## config.mk

```make
export PLATFORM = sky130hd
export DESIGN_NAME = lpm_mode_ctrl
export DESIGN_NICKNAME = d
export VERILOG_FILES = /design/src/rtl/lpm_pkg.sv /design/src/rtl/lpm_ctrl.sv /design/src/rtl/lpm_datapath.sv /design/src/rtl/lpm_mode_ctrl.sv
export SDC_FILE = /design/constraint.sdc
export NUM_CORES = 1
export LEC_CHECK = 0
export BUFFER_PORTS_ARGS = -buffer_cell sky130_fd_sc_hd__buf_4
export CAP_MARGIN = 20
export CORE_MARGIN = 4
export CORE_UTILIZATION = 44
export DETAILED_ROUTE_END_ITERATION = 8
export PLACE_DENSITY = 0.79
export RECOVER_POWER = 25
export SETUP_SLACK_MARGIN = 0.5
export SLEW_MARGIN = 20
export SYNTH_ARGS = -nofsm -noshare
export SYNTH_HDL_FRONTEND = slang
export SYNTH_SLANG_ARGS = --single-unit
```

## constraint.sdc

```tcl
create_clock -name clk -period 2.9 [get_ports clk]
set_clock_uncertainty 0.1 [all_clocks]
set_input_delay 0.725 -clock clk [delete_from_list [all_inputs] [get_ports clk]]
set_output_delay 0.725 -clock clk [all_outputs]
set_load 0.005 [all_outputs]
```

## src/rtl/lpm_pkg.sv

```systemverilog
package lpm_pkg;

  localparam int ModeW  = 4;
  localparam int StateW = 3;
  localparam int EnW    = 5;

  typedef struct packed {
    logic scg1;
    logic scg0;
    logic oscOff;
    logic cpuOff;
  } modeBits_t;

  typedef enum logic [StateW-1:0] {
    ST_RUN  = 3'd0,
    ST_LPM0 = 3'd1,
    ST_LPM1 = 3'd2,
    ST_LPM2 = 3'd3,
    ST_LPM3 = 3'd4,
    ST_LPM4 = 3'd5
  } lpmState_e;

  typedef struct packed {
    logic cpu;
    logic mclk;
    logic loop;
    logic dcGen;
    logic aclk;
  } clkEn_t;

  typedef struct packed {
    logic enterIsr;
    logic takeSaved;
    logic takeWrite;
  } ctrlStrobe_t;

  function automatic lpmState_e decodeState(modeBits_t m);
    lpmState_e s;
    if (!m.cpuOff)     s = ST_RUN;
    else if (m.oscOff) s = ST_LPM4;
    else begin
      case ({m.scg1, m.scg0})
        2'b00:   s = ST_LPM0;
        2'b01:   s = ST_LPM1;
        2'b10:   s = ST_LPM2;
        default: s = ST_LPM3;
      endcase
    end
    return s;
  endfunction

  function automatic clkEn_t enablesFor(lpmState_e s);
    clkEn_t e;
    case (s)
      ST_RUN:  e = '{cpu:1'b1, mclk:1'b1, loop:1'b1, dcGen:1'b1, aclk:1'b1};
      ST_LPM0: e = '{cpu:1'b0, mclk:1'b1, loop:1'b1, dcGen:1'b1, aclk:1'b1};
      ST_LPM1: e = '{cpu:1'b0, mclk:1'b1, loop:1'b0, dcGen:1'b1, aclk:1'b1};
      ST_LPM2: e = '{cpu:1'b0, mclk:1'b0, loop:1'b0, dcGen:1'b1, aclk:1'b1};
      ST_LPM3: e = '{cpu:1'b0, mclk:1'b0, loop:1'b0, dcGen:1'b0, aclk:1'b1};
      default: e = '{cpu:1'b0, mclk:1'b0, loop:1'b0, dcGen:1'b0, aclk:1'b0};
    endcase
    return e;
  endfunction

endpackage

```

## src/rtl/lpm_ctrl.sv

```systemverilog
module lpm_ctrl
  import lpm_pkg::*;
(
  input  logic        clk,
  input  logic        rstN,
  input  logic        srWrite,
  input  logic        irqTake,
  input  logic        retiPulse,
  output ctrlStrobe_t strobe
);

  // Fixed priority: interrupt entry, then return, then software write.
  always_comb begin
    strobe           = '0;
    strobe.enterIsr  = irqTake;
    strobe.takeSaved = retiPulse && !irqTake;
    strobe.takeWrite = srWrite && !irqTake && !retiPulse;
  end

  // at most one source acts on the mode bits in any cycle
  assert_one_source_R10: assert property (@(posedge clk) disable iff (!rstN)
    $onehot0({strobe.enterIsr, strobe.takeSaved, strobe.takeWrite}));

  // a write that coincides with a higher request must be dropped
  assert_write_dropped_R10: assert property (@(posedge clk) disable iff (!rstN)
    (srWrite && (irqTake || retiPulse)) |-> !strobe.takeWrite);

endmodule

```

## src/rtl/lpm_datapath.sv

```systemverilog
module lpm_datapath
  import lpm_pkg::*;
(
  input  logic        clk,
  input  logic        rstN,
  input  ctrlStrobe_t strobe,
  input  modeBits_t   srBits,
  input  logic        oscReady,
  output modeBits_t   modeQ,
  output lpmState_e   stateQ,
  output clkEn_t      enQ
);

  modeBits_t savedQ;
  modeBits_t modeNext;
  clkEn_t    enNext;
  lpmState_e stateNext;

  always_comb begin
    if (strobe.enterIsr)       modeNext = '0;
    else if (strobe.takeSaved) modeNext = savedQ;
    else if (strobe.takeWrite) modeNext = srBits;
    else                       modeNext = modeQ;
    stateNext  = decodeState(modeNext);
    enNext     = enablesFor(stateNext);
    enNext.loop = enNext.loop & oscReady;
  end

  always_ff @(posedge clk or negedge rstN) begin
    if (!rstN) begin
      modeQ  <= '0;
      savedQ <= '0;
      stateQ <= ST_RUN;
      enQ    <= '{cpu:1'b1, mclk:1'b1, loop:1'b0, dcGen:1'b1, aclk:1'b1};
    end else begin
      modeQ  <= modeNext;
      stateQ <= stateNext;
      enQ    <= enNext;
      if (strobe.enterIsr) savedQ <= modeQ;
    end
  end

  // interrupt entry wakes the CPU and system clock next cycle
  assert_irq_wakes_R8: assert property (@(posedge clk) disable iff (!rstN)
    strobe.enterIsr |=> (enQ.cpu && enQ.mclk && stateQ == ST_RUN));

  // return restores the bits that entry stored
  assert_reti_restores_R9: assert property (@(posedge clk) disable iff (!rstN)
    strobe.takeSaved |=> (modeQ == $past(savedQ)));

  // loop runs only with a stable crystal at the registering edge
  assert_loop_needs_osc_R7: assert property (@(posedge clk) disable iff (!rstN)
    enQ.loop |-> $past(oscReady));

  // graded enables
  assert_loop_needs_mclk_R11: assert property (@(posedge clk) disable iff (!rstN)
    enQ.loop |-> enQ.mclk);
  assert_mclk_needs_dc_R11: assert property (@(posedge clk) disable iff (!rstN)
    enQ.mclk |-> enQ.dcGen);
  assert_cpu_needs_mclk_R11: assert property (@(posedge clk) disable iff (!rstN)
    enQ.cpu |-> enQ.mclk);

  // auxiliary clock stops only with both CPU-off and oscillator-off set
  assert_aclk_off_R6: assert property (@(posedge clk) disable iff (!rstN)
    !enQ.aclk |-> (modeQ.cpuOff && modeQ.oscOff));

  // with no strobe the mode bits hold
  assert_hold_R2: assert property (@(posedge clk) disable iff (!rstN)
    (strobe == '0) |=> $stable(modeQ));

endmodule

```

## src/rtl/lpm_mode_ctrl.sv

```systemverilog
module lpm_mode_ctrl
  import lpm_pkg::*;
(
  input  logic                clk,
  input  logic                rstN,
  input  logic                srWrite,
  input  logic [ModeW-1:0]    srBits,
  input  logic                irqTake,
  input  logic                retiPulse,
  input  logic                oscReady,
  output logic [ModeW-1:0]    modeBits,
  output logic [StateW-1:0]   modeState,
  output logic                cpuClkEn,
  output logic                mclkEn,
  output logic                loopEn,
  output logic                dcGenEn,
  output logic                aclkEn
);

  ctrlStrobe_t strobe;
  modeBits_t   modeQ;
  lpmState_e   stateQ;
  clkEn_t      enQ;

  lpm_ctrl u_ctrl (
    .clk       (clk),
    .rstN      (rstN),
    .srWrite   (srWrite),
    .irqTake   (irqTake),
    .retiPulse (retiPulse),
    .strobe    (strobe)
  );

  lpm_datapath u_dp (
    .clk      (clk),
    .rstN     (rstN),
    .strobe   (strobe),
    .srBits   (modeBits_t'(srBits)),
    .oscReady (oscReady),
    .modeQ    (modeQ),
    .stateQ   (stateQ),
    .enQ      (enQ)
  );

  assign modeBits  = modeQ;
  assign modeState = stateQ;
  assign cpuClkEn  = enQ.cpu;
  assign mclkEn    = enQ.mclk;
  assign loopEn    = enQ.loop;
  assign dcGenEn   = enQ.dcGen;
  assign aclkEn    = enQ.aclk;

endmodule

```

==> parameters.txt, run 1 <==
Parameter                              Value

Critical path
  Endpoint arrival time on the critical path ... around 2400 ps
  Reg-to-reg critical path startpoint ... u_dp.modeQ[2]
  Endpoint of the worst-slack reg-to-reg timing path ... u_dp.enQ[2]
  Classification of the worst setup path ... input pin to flop
  Crit. End Element ... flop
  Crit path max fanout ... 4
  Reg2Reg Depth ... 6
  Register-to-register setup slack ... 840 ps
  Required time at the endpoint of the critical path ... approximately 3000 ps
  Element type at the critical path start ... input pin

Drt
  Routed wire length ... around 1200 µm
  Number of DRC violations after detailed routing ... 0
  Per-cell routed wire length ... ~13 µm
  DRT Pass-1 Iters ... 2
  Detailed-route via count ... 453
  Post-route antenna net violation count ... 0
  Mean number of vias per cell ... between 4 and 5
  Starting DRC count in detailed routing ... 4

Global routing
  GR Util met3 ... 5.08%
  Number of global-route vias before repair ... about 480
  Global-route congestion overflow total ... 0
  Maximum number of pins on one net before global-route repair ... 17
  Total routing usage reported by global routing ... between 10% and 20%
  Busiest grt layer ... met2
  Global-route wire length before repair ... 2120 µm
  Met1 GRT Util ... 17.6%
  Global routing usage on met2 ... around 22%
  Antenna violations before repair ... 0

STA
  Max Clock Freq ... 0.441 GHz
  Worst slew margin relative to its limit ... a little under half
  Fin Hold WS ... between 300 and 400 ps
  Final setup violation count ... 0
  Crit path setup slack, layout ... about 630 ps
  Final Critical Period ... approximately 2300 ps
  Share of the cycle needed by the critical path after routing ... 78.1%
  RSZ-0062 raised after global routing ... no
  Transition time at the pin with the least slew margin ... approximately 790 ps
  Final max-slew violation count ... 0
  Hold violation total from the final report ... 0
  Setup_tns ... 0 ps

Status
  Result of the run ... completed

Floorplan
  Initial standard-cell utilization of the core ... around half
  Die Y ... 46.7 µm
  X dimension of the die ... between 40 and 50 µm
  Core ar. ... roughly 0.0014 mm²
  Site Rows ... 13
  Die outline area ... between 0.002 and 0.0025 mm²
  Number of top-level pins ... 22

Logic synthesis
  Sequential element share of the synthesized area ... roughly 61%
  Top area cells in the synthesized netlist ... sky130_fd_sc_hd__dfrtp_1 46%, sky130_fd_sc_hd__dfstp_2 16%, sky130_fd_sc_hd__mux2_2 8.5%, sky130_fd_sc_hd__o21a_1 3.4%, sky130_fd_sc_hd__mux2i_1 3.0%
  Most instantiated library cell after synthesis ... sky130_fd_sc_hd__dfrtp_1
  Net count of the mapped netlist ... 61
  Cell taking the most area after synthesis ... sky130_fd_sc_hd__dfrtp_1
  Yosys cell types ... 22
  Total of warnings raised by yosys ... 0
  Post-synth EDFFs ... 0
  Number of synthesized register bits ... 16
  Commonest cells in the netlist ... 12 x sky130_fd_sc_hd__dfrtp_1, 5 x sky130_fd_sc_hd__mux2_2, 4 x sky130_fd_sc_hd__dfstp_2
  Total standard cell area after synthesis ... approximately 660 µm²
  Share of synthesized registers carrying an async set or reset ... 100%
  Share of the synthesized area in the top cell type ... between 40% and 50%
  Dominant synthesized flop cell ... sky130_fd_sc_hd__dfrtp_1
  Mapped Cells ... 50
  Post-Synthesis Mean Instance Area ... about 13 µm²

Clock network
  CTS tree ... yes
  Clk_lat worst skew ... around 280 ps
  Clock Sinks ... 16
  Cts bufs inserted ... 3
  Maximum level of the CTS H-tree ... 1
  Buffer type at the clock tree root ... sky130_fd_sc_hd__clkbuf_4
  Longest Clk Path Bufs ... 2
  Clock transition at the registers of the reported paths ... 90 ps
  Count of cells resized by post-cts repair ... 0

Layout
  Nets@finish ... between 80 and 90
  Filler Cells Inserted ... between 100 and 150
  Area overhead of the layout relative to synthesis ... 33.0%
  Area of all placed cells without fillers ... 877 µm²
  Antenna fix cells ... 0
  Fraction of layout instances using a drive strength above 1 ... between 50% and 60%

Hold path
  Hold/Removal Path Class ... input pin to async pin

Power
  Post-layout power ... 443 µW
  Power per Cell Area ... between 500 and 600 mW/mm²
  Highest ir drop seen on vdd ... 0.326 mV
  Leak pwr ... around 0.00045 µW

Placement
  Post-DP HPWL ... roughly 930 µm
  Cell area reported after detailed placement ... approximately 830 µm²
  I/O Buffers ... 21
  Gp weighted congestion ... about 0.76
  Worst slack after detailed placement ... 269 ps

Flow run
  Max-cap violations ... 0
through the flow:
stage,instances,utilization (%)
2_1_floorplan,50,-
3_3_place_gp,85,61.4
3_5_place_dp,85,61.4
4_1_cts,89,64.1
5_1_grt,91,65.0
6_report,91,65.0
layer usage:
layer / vias up / wire [µm]
li1: 226 / -
met1: 206 / 509
met2: 18 / 552
met3: 3 / 124
met4: 0 / 28
met5: - / 0
cell families after synthesis:
kind of cell	Yosys count	share of synthesized area [%]
multiplexers	7	11.6
adder cells (fa/ha/maj)	1	1.90
flip-flops	16	61.5
AND/OR/NAND/NOR	10	7.59
buffers and inverters	3	2.85
AO/OA/AOI/OAI	13	14.6
cell usage in the layout (no fill, tap or decap), drive strengths merged:
cell | synthesis | layout
buf | 1 | 22
dfrtp | 12 | 12
mux2 | 5 | 5
clkbuf | 0 | 5
dfstp | 4 | 4
nor2 | 3 | 3
nand2 | 3 | 3
o21a | 3 | 3
o21ai | 3 | 3
inv | 2 | 2
mux2i | 2 | 2
nor2b | 2 | 2
a21oi | 2 | 2
a211oi | 1 | 1
a22oi | 1 | 1
and3b | 1 | 1
or3 | 1 | 1
a211o | 1 | 1
a21boi | 1 | 1
a21o | 1 | 1
ha | 1 | 1
worst max-delay path by stage:
stage	start	to	slack, ps	cells after the start
CTS	srWrite	u_dp.enQ[2]	570	7
floorplan	srWrite	u_dp.enQ[2]	560	6
finish	srWrite	u_dp.enQ[2]	630	7
global placement	srWrite	u_dp.enQ[2]	330	7
detailed placement	srWrite	u_dp.enQ[2]	270	7
global route	srWrite	u_dp.enQ[2]	560	7
flip-flops by register name, summed over array words and instances (netlist names):
| register | cells |
|---|---|
| u_dp.enQ | 5 |
| u_dp.modeQ | 4 |
| u_dp.savedQ | 4 |
| u_dp.stateQ | 3 |
power breakdown:
group	internal [µW]	total, µW	leakage, µW	switching, µW
combinational	32.8	60.1	0.000227	27.3
clock	76.4	143	0.0000210	66.6
sequential	235	240	0.000203	4.97
total	344	443	0.000452	98.9
critical path: stages:
cell and delay (ps):
sky130_fd_sc_hd__buf_4 110, sky130_fd_sc_hd__mux2_2 340, sky130_fd_sc_hd__a22oi_2 240, sky130_fd_sc_hd__inv_1 100
sky130_fd_sc_hd__ha_1 320, sky130_fd_sc_hd__or3_1 390, sky130_fd_sc_hd__a21boi_1 160
repair_timing:
item / in CTS / in global routing
hold buffers: 0 / 0
endpoints found under the setup margin: 0 / 1
buffers inserted: 0 / 2
hold endpoints to repair: 0 / 0
final cells by class:
cell class	count	area (µm²)	share of cell area, %
Clock buffer	4	36.3	4.14
Inverter	2	7.51	0.856
Multi-Input combinational cell	31	240	27.4
Sequential cell	16	405	46.2
Tap cell	15	18.8	2.14
Timing Repair Buffer	23	169	19.3
No activity file was read; power rests on OpenSTA's default activity.
==> run 2, diff against run 1 <==
- CORE_UTILIZATION: 44 -> 42
- clock period: 2.9 -> 1.9 ns (I/O delays scaled with it)
==> run 2 against run 1 <==
Net effect:
- power is 63% higher
- clock-buffer cell count stayed put
- design area is 20% higher
- hold slack worse by 69 ps
- sequential share of layout area is 7.8 points lower
- sequential cell count stayed put
- non-clock buffer count is 11 higher
- utilization is 6.0 points higher
- combinational power is 120% higher
- routed wire length is 21% higher
- sequential power is 53% higher
- register-to-register slack worse by 800 ps
==> parameters.txt, run 2 (synthesis results as in run 1) <==
Parameter                              Value

Status
  Result of the run ... completed

Clock network
  Clock Sinks ... 16 (unchanged)
  Buffer type at the clock tree root ... sky130_fd_sc_hd__clkbuf_4
  Clock transition at the registers of the reported paths ... 90 ps (about the same)
  Cts bufs inserted ... 3 (unchanged)
  Maximum level of the CTS H-tree ... 1 (unchanged)
  CTS tree ... yes
  Clk_lat worst skew ... 290 ps (about the same)
  Longest Clk Path Bufs ... 2 (unchanged)

Layout
  Fraction of layout instances using a drive strength above 1 ... 63.2% (+12 points)
  Area of all placed cells without fillers ... 0.00106 mm² (+20%)
  Final Core Density ... 70.9% (+6.0 points)
  Biggest register ... u_dp.enQ
  Nets@finish ... 99 (+13%)
  Leading cell type in the layout, fill and taps excluded ... sky130_fd_sc_hd__buf_4
  Commonest non-fill, non-tap cells in the layout ... 20 x sky130_fd_sc_hd__buf_4, 12 x sky130_fd_sc_hd__buf_6, 12 x sky130_fd_sc_hd__dfrtp_1
  Top Registers ... u_dp.enQ: 5 flops, u_dp.modeQ: 4 flops, u_dp.savedQ: 4 flops
  Area overhead of the layout relative to synthesis ... 60.2%
  Max FFs per register ... 5 (unchanged)
  Filler-free cell count of the finished design ... 103 (+13%)
  Antenna fix cells ... 0 (unchanged)

Drt
  Routed wire length ... 1470 µm (+21%)
  DRT Pass-1 Iters ... 4 (+2)
  Post-route antenna net violation count ... 0 (unchanged)
  Detailed-route via count ... 527 (+16%)
  Number of DRC violations after detailed routing ... 0 (unchanged)
  Per-cell routed wire length ... 14.3 µm (+6.9%)
  Starting DRC count in detailed routing ... 1 (-3)
  Mean number of vias per cell ... 5.12 (+2.8%)

STA
  Final Critical Period ... 1860 ps
  Final max-slew violation count ... 0 (unchanged)
  Share of the cycle needed by the critical path after routing ... 97.6%
  Final setup violation count ... 0 (unchanged)
  Hold violation total from the final report ... 0 (unchanged)
  Transition time at the pin with the least slew margin ... 782 ps (-12.4 ps)
  Max Clock Freq ... approximately 0.54 GHz
  RSZ-0062 raised after global routing ... yes
  Fin Hold WS ... 325 ps (-69.1 ps)
  Worst slew margin relative to its limit ... 47.9% (+0.83 points)

Placement
  Cell area reported after detailed placement ... 885 µm² (+6.6%)
  I/O Buffers ... 21 (unchanged)
  Cell total after placement ... 91 (+7.1%)
  Post-DP HPWL ... 1080 µm (+16%)
  Gp weighted congestion ... 0.790 (+4.6%)

Floorplan
  Core ar. ... 0.00149 mm² (+10%)
  Initial standard-cell utilization of the core ... 44.3% (-4.6 points)
  Die outline area ... 0.00227 mm² (+3.9%)
  Site Rows ... 14 (+1)
  X dimension of the die ... 47.6 µm (+1.9%)
  Number of top-level pins ... 22 (unchanged)
  Die Y ... 47.6 µm (+1.9%)

Critical path
  Classification of the worst setup path ... flop to flop
  Endpoint of the worst-slack reg-to-reg timing path ... u_dp.enQ[4]
  Crit path max fanout ... 4 (unchanged)
  Register-to-register setup slack ... 40 ps (-800 ps)
  Endpoint arrival time on the critical path ... 1980 ps (-400 ps)
  Reg-to-reg critical path startpoint ... u_dp.modeQ[2]
  Start point of the critical path ... u_dp.modeQ[2]
  Reg2Reg Depth ... 6 (unchanged)
  Crit. End Element ... flop
  Element type at the critical path start ... flop
  Required time at the endpoint of the critical path ... 2030 ps (-980 ps)

Power
  Highest ir drop seen on vdd ... 0.444 mV (+36%)
  Leak pwr ... 0.000519 µW (+15%)
  Post-layout power ... 722 µW (+63%)
  Power per Cell Area ... 684 mW/mm² (+35%)

Global routing
  Total routing usage reported by global routing ... 15.4% (+0.78 points)
  Number of global-route vias before repair ... 509 (+6.9%)
  Maximum number of pins on one net before global-route repair ... 17 (unchanged)
  Global-route wire length before repair ... 2290 µm (+8.1%)
  Global-route congestion overflow total ... 0 (unchanged)
  Antenna violations before repair ... 0 (unchanged)

Hold path
  Startpoint of the lowest-slack hold path ... oscReady
  Hold/Removal Path Class ... input pin to flop
  Worst Hold End ... u_dp.enQ[2]
  Min-Delay Path Depth ... 2

Flow run
  Max-cap violations ... 0 (unchanged)
-- run 2: cell types whose count changed in the layout (fill, tap and decap cells not counted), sizes merged --
cell	before	now
buf	22	32
dlygate4sd3	0	1
-- run 2: cell type report --
class / instances / area [µm²]
flip-flops and latches: 16 / 405
well taps: 16 / 20.0
multi-input cells: 31 / 288
clock buffers: 4 / 36.3
fillers: 106 / 433
repair buffers: 34 / 299
inverters: 2 / 7.51
-- run 2: how the worst max path moves through the flow --
stage	slack [ps]	to	depth (start not counted)
after floorplan	-90	u_dp.enQ[2]	6
after global placement	-210	u_dp.enQ[2]	7
after detailed placement	-260	u_dp.enQ[2]	7
after CTS	50	u_dp.enQ[2]	6
after global routing	-30	u_dp.enQ[2]	6
final	40	u_dp.enQ[4]	6
-- run 2: report_power, final --
| part | leakage (µW) | internal, µW | switching [µW] | total, µW |
|---|---|---|---|---|
| registers | 0.000203 | 359 | 9.20 | 368 |
| logic | 0.000295 | 80.0 | 55.1 | 135 |
| clock network | 0.0000210 | 117 | 102 | 219 |
-- run 2: metrics by stage --
stage / TNS (ps) / setup WS [ps]
finish: 0 / 44.8
floorplan: -175 / -89.9
global placement: -483 / -211
detailed placement: -623 / -257
CTS: 0 / 46.5
global route: -63.5 / -33.7
-- run 2: layer usage --
layer  vias up  part of all wire, %  track usage [%]
met5         -                    0                0
met4         0                  1.8             9.68
met3         2                  7.4             3.38
met2        17                   54             26.5
met1       259                   37             17.0
li1        249                    -                -
-- run 2: critical path, stage by stage, from the launching register on --
cell and delay, ps:
sky130_fd_sc_hd__dfrtp_1 380, sky130_fd_sc_hd__mux2_4 270, sky130_fd_sc_hd__a22oi_2 230, sky130_fd_sc_hd__inv_2 80, sky130_fd_sc_hd__ha_4 230, sky130_fd_sc_hd__or3_4 370
sky130_fd_sc_hd__o21ai_1 120
-- run 2: timing repair --
item,CTS,global route
pin swaps,6,4
hold buffers,1,0
endpoints found under the setup margin,16,18
hold endpoints to repair,12,0
buffers inserted,4,3
resized for setup,13,5
==> run 3, diff against run 2 <==
- CTS_CLUSTER_SIZE: not set -> 14
- RECOVER_POWER: 25 -> 100
==> run 3 against run 2 <==
Net effect:
- non-clock buffer count stayed put
- utilization is 2.4 points lower
- clock power hardly changed
- via count is 0.19% lower
- sequential power hardly changed
- cell count stayed put
- combinational power is 7% lower
- largest cell class unchanged
- highest routed layer unchanged
==> parameters.txt, run 3 (synthesis results as in run 1) <==
Parameter                              Value

Status
  Result of the run ... completed

Placement
  Post-DP HPWL ... 1080 µm (unchanged)
  Cell area reported after detailed placement ... 885 µm² (unchanged)
  Gp weighted congestion ... 0.790 (unchanged)
  I/O Buffers ... 21 (unchanged)
  Cell total after placement ... 91 (unchanged)
  Worst slack after detailed placement ... -257 ps (unchanged)

Global routing
  Global routing usage on met2 ... 26.5% (unchanged)
  Busiest grt layer ... met2
  Maximum number of pins on one net before global-route repair ... 17 (unchanged)
  Total routing usage reported by global routing ... 15.4% (unchanged)
  GR Util met3 ... 3.38% (unchanged)
  Global-route wire length before repair ... 2290 µm (unchanged)
  Number of global-route vias before repair ... 509 (unchanged)
  Global-route congestion overflow total ... 0 (unchanged)
  Met1 GRT Util ... 17.0% (unchanged)
  Antenna violations before repair ... 0 (unchanged)

Critical path
  Element type at the critical path start ... flop
  Largest delay share family, worst path ... flip-flops
  CP max stage cell ... sky130_fd_sc_hd__dfrtp_1
  Endpoint arrival time on the critical path ... 1980 ps (about the same)
  Crit. End Element ... flop
  Worst path buffer plus inverter count ... 1 (unchanged)
  Required time at the endpoint of the critical path ... 2020 ps (about the same)
  Cell-by-cell listing of the critical path ... mux2_4 > a22oi_2 > inv_2 > ha_4 > or3_4 > o21ai_1
  Crit path max fanout ... 4 (unchanged)
  Classification of the worst setup path ... flop to flop
  Largest stage delay on the critical path ... 390 ps (about the same)

Layout
  Commonest non-fill, non-tap cells in the layout ... 15 x sky130_fd_sc_hd__buf_4, 12 x sky130_fd_sc_hd__dfrtp_1, 9 x sky130_fd_sc_hd__buf_6
  Filler Cells Inserted ... 115 (+8.5%)
  Filler-free cell count of the finished design ... 103 (unchanged)
  Area of all placed cells without fillers ... 0.00102 mm² (-3.3%)
  Sequential Area ... 405 µm² (unchanged)
  Antenna fix cells ... 0 (unchanged)
  Area of the multi-input gates ... 264 µm² (-8.3%)
  Leading cell type in the layout, fill and taps excluded ... sky130_fd_sc_hd__buf_4
  Area overhead of the layout relative to synthesis ... 54.8%
  Nets@finish ... 99 (unchanged)
  Top Registers ... u_dp.enQ: 5 flops, u_dp.modeQ: 4 flops, u_dp.savedQ: 4 flops
  Fraction of layout instances using a drive strength above 1 ... 55.2% (-8.0 points)
  Max FFs per register ... 5 (unchanged)
  Biggest register ... u_dp.enQ

STA
  Final max-slew violation count ... 0 (unchanged)
  Final Critical Period ... 1860 ps (+5.98 ps)
  Final setup violation count ... 0 (unchanged)
  Transition time at the pin with the least slew margin ... 788 ps (+5.31 ps)
  Setup_tns ... 0 ps (unchanged)
  Max Clock Freq ... 0.537 GHz (-0.32%)
  RSZ-0062 raised after global routing ... yes
  Worst slew margin relative to its limit ... 47.5% (-0.35 points)
  Hold violation total from the final report ... 0 (unchanged)
  Crit path setup slack, layout ... 38.8 ps (-5.98 ps)
  Share of the cycle needed by the critical path after routing ... 98.0% (+0.31 points)

Drt
  Starting DRC count in detailed routing ... 1 (unchanged)
  Post-route antenna net violation count ... 0 (unchanged)
  Per-cell routed wire length ... 14.0 µm (-1.6%)
  Routed wire length ... 1450 µm (-1.6%)
  Number of DRC violations after detailed routing ... 0 (unchanged)
  Mean number of vias per cell ... 5.11 (-0.19%)
  Detailed-route via count ... 526 (-0.19%)
  DRT Pass-1 Iters ... 2 (-2)

Hold path
  Hold/Removal Path Class ... input pin to flop

Flow run
  Max-cap violations ... 0 (unchanged)

Clock network
  Clock Sinks ... 16 (unchanged)
  Clk_lat worst skew ... 290 ps (about the same)
  Maximum level of the CTS H-tree ... 1 (unchanged)
  Longest Clk Path Bufs ... 2 (unchanged)
  Buffer type at the clock tree root ... sky130_fd_sc_hd__clkbuf_4
  Cts bufs inserted ... 3 (unchanged)
  Clock transition at the registers of the reported paths ... 90 ps (about the same)
  CTS tree ... yes

Floorplan
  Site Rows ... 14 (unchanged)
  Die Y ... 47.6 µm (unchanged)
  Number of top-level pins ... 22 (unchanged)
  Die outline area ... 0.00227 mm² (unchanged)
  Initial standard-cell utilization of the core ... 44.3% (unchanged)
  Core ar. ... 0.00149 mm² (unchanged)
  X dimension of the die ... 47.6 µm (unchanged)

Power
  Highest ir drop seen on vdd ... 0.444 mV (about the same)
  Power per Cell Area ... 696 mW/mm² (+1.8%)
  Leak pwr ... 0.000499 µW (-4.0%)
==> run 3: timing repair <==
action                                  CTS  global route
hold buffers                              1             0
buffers inserted                          4             3
resized for setup                        13             5
cloned                                    0             0
endpoints found under the setup margin   16            18
hold endpoints to repair                 12             0
pin swaps                                 6             4
==> run 3: final cells by class <==
type / instances / share of cell area (%)
inverter: 2 / 0.735
timing repair buffer: 34 / 28.2
sequential: 16 / 39.7
tap: 16 / 1.96
clock buffer: 4 / 3.55
multi-input combinational: 31 / 25.9
==> run 3: per-stage QoR <==
step | hold slack, ps | util, % | power, µW
detailed placement | 241 | 59.4 | 480
finish | 326 | 68.6 | 711
floorplan | 79.4 | - | 423
global placement | 236 | 59.4 | 473
global route | 325 | 68.6 | 751
CTS | 338 | 68.4 | 724
==> run 3: where the power goes <==
group / total (µW) / leakage, µW / switching (µW) / internal, µW
registers: 368 / 0.000203 / 8.79 / 359
logic: 125 / 0.000274 / 50.3 / 74.3
clock network: 218 / 0.0000210 / 101 / 117
total: 711 / 0.000499 / 160 / 550
==> run 3: path summary, 6_finish.rpt <==
path,endpoint,depth (start not counted),from,slack [ps]
hold reg to reg,u_dp.savedQ[1],1,u_dp.savedQ[1],420
max in group asynchronous,u_dp.savedQ[3],2,rstN,530
setup / recovery,u_dp.enQ[4],6,u_dp.modeQ[2],40
hold / removal,u_dp.enQ[2],2,oscReady,330
setup reg to reg,u_dp.enQ[4],6,u_dp.modeQ[2],40
min in group asynchronous,u_dp.stateQ[1],2,rstN,680
==> run 3: layer usage <==
| layer | routed length, µm | part of all wire, % | vias up |
|---|---|---|---|
| met2 | 769 | 53 | 17 |
| met1 | 537 | 37 | 257 |
| li1 | - | - | 250 |
| met4 | 27 | 1.9 | 0 |
| met5 | 0 | 0 | - |
| met3 | 111 | 7.7 | 2 |
==> run 3: worst reg2reg max path: stages, from the launching register on <==
cell,delay [ps]
sky130_fd_sc_hd__dfrtp_1,390
sky130_fd_sc_hd__mux2_4,270
sky130_fd_sc_hd__a22oi_2,230
sky130_fd_sc_hd__inv_2,80
sky130_fd_sc_hd__ha_4,230
sky130_fd_sc_hd__or3_4,370
sky130_fd_sc_hd__o21ai_1,120
